`config.mk`:
```
export PLATFORM = sky130hd
export DESIGN_NAME = recov_mod_counter
export DESIGN_NICKNAME = d
export VERILOG_FILES = /design/src/rtl/recov_mod_counter_pkg.sv /design/src/rtl/recov_mod_counter_ctrl.sv /design/src/rtl/recov_mod_counter_dp.sv /design/src/rtl/recov_mod_counter.sv
export SDC_FILE = /design/constraint.sdc
export NUM_CORES = 1
export LEC_CHECK = 0
export BUFFER_PORTS_ARGS = -buffer_cell sky130_fd_sc_hd__buf_2
export CAP_MARGIN = 20
export CORE_AREA = 4 4 41 43
export CTS_BUF_LIST = sky130_fd_sc_hd__clkbuf_4 sky130_fd_sc_hd__clkbuf_8
export CTS_CLUSTER_SIZE = 10
export DETAILED_ROUTE_END_ITERATION = 7
export DIE_AREA = 0 0 45 47
export PLACE_DENSITY = 0.4
export SLEW_MARGIN = 0
export SYNTH_ARGS = -nofsm -noshare
export SYNTH_HDL_FRONTEND = slang
export SYNTH_SLANG_ARGS = --single-unit
```
`constraint.sdc`:
```
create_clock -name clk -period 1.3 [get_ports clk]
set_clock_uncertainty 0.05 [all_clocks]
set_input_delay 0 -clock clk [delete_from_list [all_inputs] [get_ports clk]]
set_output_delay 0 -clock clk [all_outputs]
set_load 0.1 [all_outputs]
```
`src/rtl/recov_mod_counter_pkg.sv`:
```
package recov_mod_counter_pkg;

  // Strobes that the control half sends to the datapath each cycle
  typedef struct packed {
    logic advance;  // add one to the count
    logic clear;    // return the count to zero
  } cntStrobes_t;

endpackage

```
`src/rtl/recov_mod_counter_ctrl.sv`:
```
module recov_mod_counter_ctrl
  import recov_mod_counter_pkg::*;
#(
  parameter int WIDTH    = 4,
  parameter int TERMINAL = 9
) (
  input  logic             clk,
  input  logic             rstN,
  input  logic             countEn,
  input  logic [WIDTH-1:0] countVal,
  output cntStrobes_t      strobes
);

  localparam logic [WIDTH-1:0] TermVal = WIDTH'(TERMINAL);

  logic atOrAbove;

  // Inclusive compare: every code past the terminal counts as a wrap state
  assign atOrAbove       = (countVal >= TermVal);
  assign strobes.clear   = countEn & atOrAbove;
  assign strobes.advance = countEn & ~atOrAbove;


  generate
    if (TERMINAL > 0) begin : g_pulseChk
      tc_pulse_chk: assert property (@(posedge clk) disable iff (!rstN)
        strobes.clear |=> !strobes.clear);
    end
  endgenerate

endmodule

```
`src/rtl/recov_mod_counter_dp.sv`:
```
module recov_mod_counter_dp
  import recov_mod_counter_pkg::*;
#(
  parameter int WIDTH = 4
) (
  input  logic             clk,
  input  logic             rstN,
  input  cntStrobes_t      strobes,
  output logic [WIDTH-1:0] countVal
);

  logic [WIDTH-1:0] countQ;

  always_ff @(posedge clk or negedge rstN) begin
    if (!rstN) begin
      countQ <= '0;
    end else if (strobes.clear) begin
      countQ <= '0;
    end else if (strobes.advance) begin
      countQ <= countQ + 1'b1;
    end
  end

  assign countVal = countQ;


  step_up_chk: assert property (@(posedge clk) disable iff (!rstN)
    strobes.advance |=> countQ == WIDTH'($past(countQ) + 1'b1));


  wrap_to_zero_chk: assert property (@(posedge clk) disable iff (!rstN)
    strobes.clear |=> countQ == '0);


  hold_idle_chk: assert property (@(posedge clk) disable iff (!rstN)
    (!strobes.advance && !strobes.clear) |=> $stable(countQ));

endmodule

```
`src/rtl/recov_mod_counter.sv`:
```
module recov_mod_counter
  import recov_mod_counter_pkg::*;
#(
  parameter int WIDTH    = 4,
  parameter int TERMINAL = 9
) (
  input  logic             clk,
  input  logic             rstN,
  input  logic             countEn,
  output logic [WIDTH-1:0] countOut,
  output logic             termPulse
);

  cntStrobes_t      strobes;
  logic [WIDTH-1:0] countVal;

  recov_mod_counter_ctrl #(
    .WIDTH   (WIDTH),
    .TERMINAL(TERMINAL)
  ) ctrlI (
    .clk     (clk),
    .rstN    (rstN),
    .countEn (countEn),
    .countVal(countVal),
    .strobes (strobes)
  );

  recov_mod_counter_dp #(
    .WIDTH(WIDTH)
  ) dpI (
    .clk     (clk),
    .rstN    (rstN),
    .strobes (strobes),
    .countVal(countVal)
  );

  assign countOut  = countVal;
  assign termPulse = strobes.clear;


  recover_chk: assert property (@(posedge clk) disable iff (!rstN)
    termPulse |=> countOut == '0);

endmodule

```
# == Word-level counts from Yosys, hierarchy flattened ==
# Index checks and enable logic that the tools add are counted.
# word_totals
inputBits,3
out_inout_bits,5
elab_cells,9
register_bits,4
# classes
order_cmp,1
addsub,1
muxes,2
reduce_logical,1
n_bitwise,3
# ops
cell,count
$mux W4,2
$add A4 B1 Y4 const B,1
$ge A4 B4 Y1 const B,1
$and A1 B1 Y1,2
$reduce_bool A2 Y1,1
$not A1 Y1,1

# == Longest topological paths before layout ==
# depth
depth_word,5
ltp_mapped,4
depth_no_buf,4

# == Cells and area by module ==
# From an unflattened synthesis, not the netlist that was laid out.
# hier_totals
hier_cells,20
hier_area_um2,219.0
# by_module_without_submodules
mod,instances,cells_per_inst,area_each_um2,seq_area_each_um2
recov_mod_counter_dp,1,16,192.7,100.1
recov_mod_counter_ctrl,1,4,26.3,0.0

# == Worst setup path after synthesis ==
# No wires, ideal clock.
# synth_timing
path_type,register to output
startpoint,"reg dpI.countQ[1], in the netlist dpI.countVal[1]"
endpoint,out termPulse
arrival_ns,2.103
path_buffers,0
required_time_ns,1.250
path_slack_ns,-0.853
stages_incl_launch_ff,5
cell_sequence,dfrtp_1 inv_1 ha_1 or3b_4 and3_2
# synth_between
elab_chain_cells,2
# synth_rtl
element,line,text
"start, declared",recov_mod_counter_dp.sv:12,logic [WIDTH-1:0] countQ;
"start signal, assigned",recov_mod_counter_dp.sv:20,countQ <= countQ + 1'b1;
$ge A4 B4 Y1,recov_mod_counter_ctrl.sv:19,assign atOrAbove = (countVal >= TermVal);
$and A1 B1 Y1,recov_mod_counter_ctrl.sv:20,assign strobes.clear = countEn & atOrAbove;
"end, declared",recov_mod_counter.sv:11,output logic termPulse
# Every way passes these cells.

# == Worst setup path in the final report ==
# layout_timing
startpoint,"reg dpI.countQ[0], in the netlist dpI.countVal[0]"
endpoint,out termPulse
# Same word-level chain as after synthesis.

==> flow_metrics.env <==
export IMPL_status="complete, but fails checks"
export IMPL_violations="setup timing"
export IMPL_final_area_um2=462
export IMPL_htreeDepth=1
export IMPL_hold_violations=0
export IMPL_largest_register_ffs=4
export IMPL_die_w_um=45
export IMPL_area_delta_synth_final_pct=91.2
export IMPL_firstDrtPassIters=2
export IMPL_die_h_um=47
export IMPL_drtAntennaViolNets=0
export IMPL_final_max_slew_viol_count=0
export IMPL_wl_per_cell_um=10.8
export IMPL_maxCapViolCount=0
export IMPL_postPlaceCellArea_um2=365
export IMPL_syn_cell_area_um2=241
export IMPL_mostFrequentLayoutCells="buf_4 (8), clkbuf_4 (5), buf_2 (4)"
export IMPL_avgSynthCellArea_um2=11.5
export IMPL_io_buffers=7
export IMPL_core_um2=1300
export IMPL_syn_nets=27
export IMPL_cts_root_buf="clkbuf_4"
export IMPL_initial_core_util_pct=18.6
export IMPL_maxSlewHeadroom_pct=67.8
export IMPL_grt_overflow_total=0
export IMPL_worst_hold_slack_ps=37.1
export IMPL_yosys_register_bits=4
export IMPL_fin_util_pct=35.5
export IMPL_gp_congestion=0.738
export IMPL_via_per_inst=4.33
export IMPL_max_freq_mhz=602
export IMPL_grt_pass1_wl_um=1020
export IMPL_path_clk_slew_ps=40
export IMPL_ys_warn_count=0
export IMPL_initialDrtViolationCount=4
export IMPL_final_layout_size_suffix_gt1_share_pct=75.0
export IMPL_nets=47
export IMPL_dpl_hpwl_um=413
export IMPL_min_period_ps=1660
export IMPL_via_count=238
export IMPL_rsz0062_at_grt="true"
export IMPL_setup_ws_ps=-361
export IMPL_final_common_cell="buf_4"
export IMPL_synthCells=21
export IMPL_dieArea_um2=2120
export IMPL_wl_um=596
export IMPL_rows=13
export IMPL_clockBufferDepth=2
export IMPL_post_route_period_util_pct=128
export IMPL_antenna_found_initial=0
export IMPL_clock_latency_ps=240
export IMPL_grtUsageTotal_pct=7.31
export IMPL_n_antenna_cell=0
export IMPL_cts_made_buffers=3
export IMPL_setup_viol=5
export IMPL_critPathRequiredTime_ps=1250
export IMPL_ys_types=13
export IMPL_ioPinCount=8
export IMPL_tightest_slew_ps=487
export IMPL_grt_pass1_vias=246
export IMPL_critical_path_arrival_ps=1610
export IMPL_multi_input_area_um2=154
export IMPL_cts_tree="built"
export IMPL_holdCritPathClass="primary input to asynchronous set/reset pin"
export IMPL_grt_max_degree=10
export IMPL_regArea_um2=109
export IMPL_post_route_drc_count=0
export IMPL_start_kind="register"
export IMPL_fill_cells=138
export IMPL_path_class="register to output pin"
export IMPL_clock_sinks=4
export IMPL_path_max_fanout=3
export IMPL_end_kind="output pin"
export IMPL_yosysSeqAreaShare_pct=41.5
[path summary, 6_finish.rpt]
| kind | from | endpoint | slack [ps] | cells after the start |
|---|---|---|---|---|
| setup / recovery | dpI.countVal[0]$_DFFE_PN0P_ | termPulse | -360 | 4 |
| hold / removal | rstN | dpI.countVal[0]$_DFFE_PN0P_ | 40 | 2 |
| setup reg to reg | dpI.countVal[0]$_DFFE_PN0P_ | dpI.countVal[2]$_DFFE_PN0P_ | -220 | 4 |
| hold reg to reg | dpI.countVal[3]$_DFFE_PN0P_ | dpI.countVal[0]$_DFFE_PN0P_ | 540 | 2 |
| max in group asynchronous | rstN | dpI.countVal[2]$_DFFE_PN0P_ | 1020 | 2 |
| min in group clk | countEn | dpI.countVal[1]$_DFFE_PN0P_ | 50 | 2 |
[logic make-up after synthesis]
| kind of cell | count (synthesis) | synth area share [%] |
|---|---|---|
| AO/OA/AOI/OAI | 6 | 19.2 |
| adder cells (fa/ha/maj) | 3 | 15.5 |
| XOR/XNOR | 1 | 3.63 |
| buffers and inverters | 3 | 5.18 |
| multiplexers | 1 | 4.15 |
| flip-flops | 4 | 41.5 |
| AND/OR/NAND/NOR | 3 | 10.9 |
[synth_stat cells]
| master | n | area [um2] |
|---|---|---|
| or3b_4 | 1 | 11.3 |
| dfrtp_1 | 4 | 100 |
| xnor2_1 | 1 | 8.76 |
| buf_2 | 1 | 5.00 |
| a31oi_1 | 3 | 18.8 |
| nand3b_1 | 1 | 7.51 |
| a32oi_1 | 1 | 8.76 |
| and3_2 | 1 | 7.51 |
| mux2i_1 | 1 | 10.0 |
| inv_1 | 2 | 7.51 |
| a21bo_2 | 1 | 10.0 |
| a41oi_1 | 1 | 8.76 |
| ha_1 | 3 | 37.5 |
[per-layer routing]
layer / vias up / global-route usage, % / part of all wire (%)
li1: 118 / - / -
met1: 114 / 7.62 / 45
met2: 6 / 10.7 / 48
met3: 0 / 5.75 / 6.2
met4: 0 / 3.51 / 0
met5: - / 0 / 0
[metrics by stage]
stage	TNS (ps)	setup slack [ps]	std cells
after floorplan	-1230	-282	21
after global placement	-1010	-237	48
after detailed placement	-1010	-241	48
after CTS	-1050	-363	55
after global routing	-1290	-407	55
final	-1080	-361	55
[critical path: stages (launching register included)]
cell	delay [ps]
dfrtp_4	490
ha_2	190
or3b_4	370
and3_4	160
buf_12	160
[layout make-up]
type	count	share of cell area (%)
Inverter	2	2.71
Multi-Input combinational cell	14	33.3
Tap cell	15	4.07
Timing Repair Buffer	16	29.8
Sequential cell	4	23.6
Clock buffer	4	6.50
[timing repair]
item                       4_1_cts  5_1_grt
resized for setup                7        3
hold endpoints to repair         4        0
setup buffers                    2        0
setup endpoints to repair        5        5
pin swaps                        6        0
hold buffers                     1        0
cloned                           0        0
Power is not shown: default switching activity piles up to over one toggle a cycle in this logic, so the estimate is an artifact.
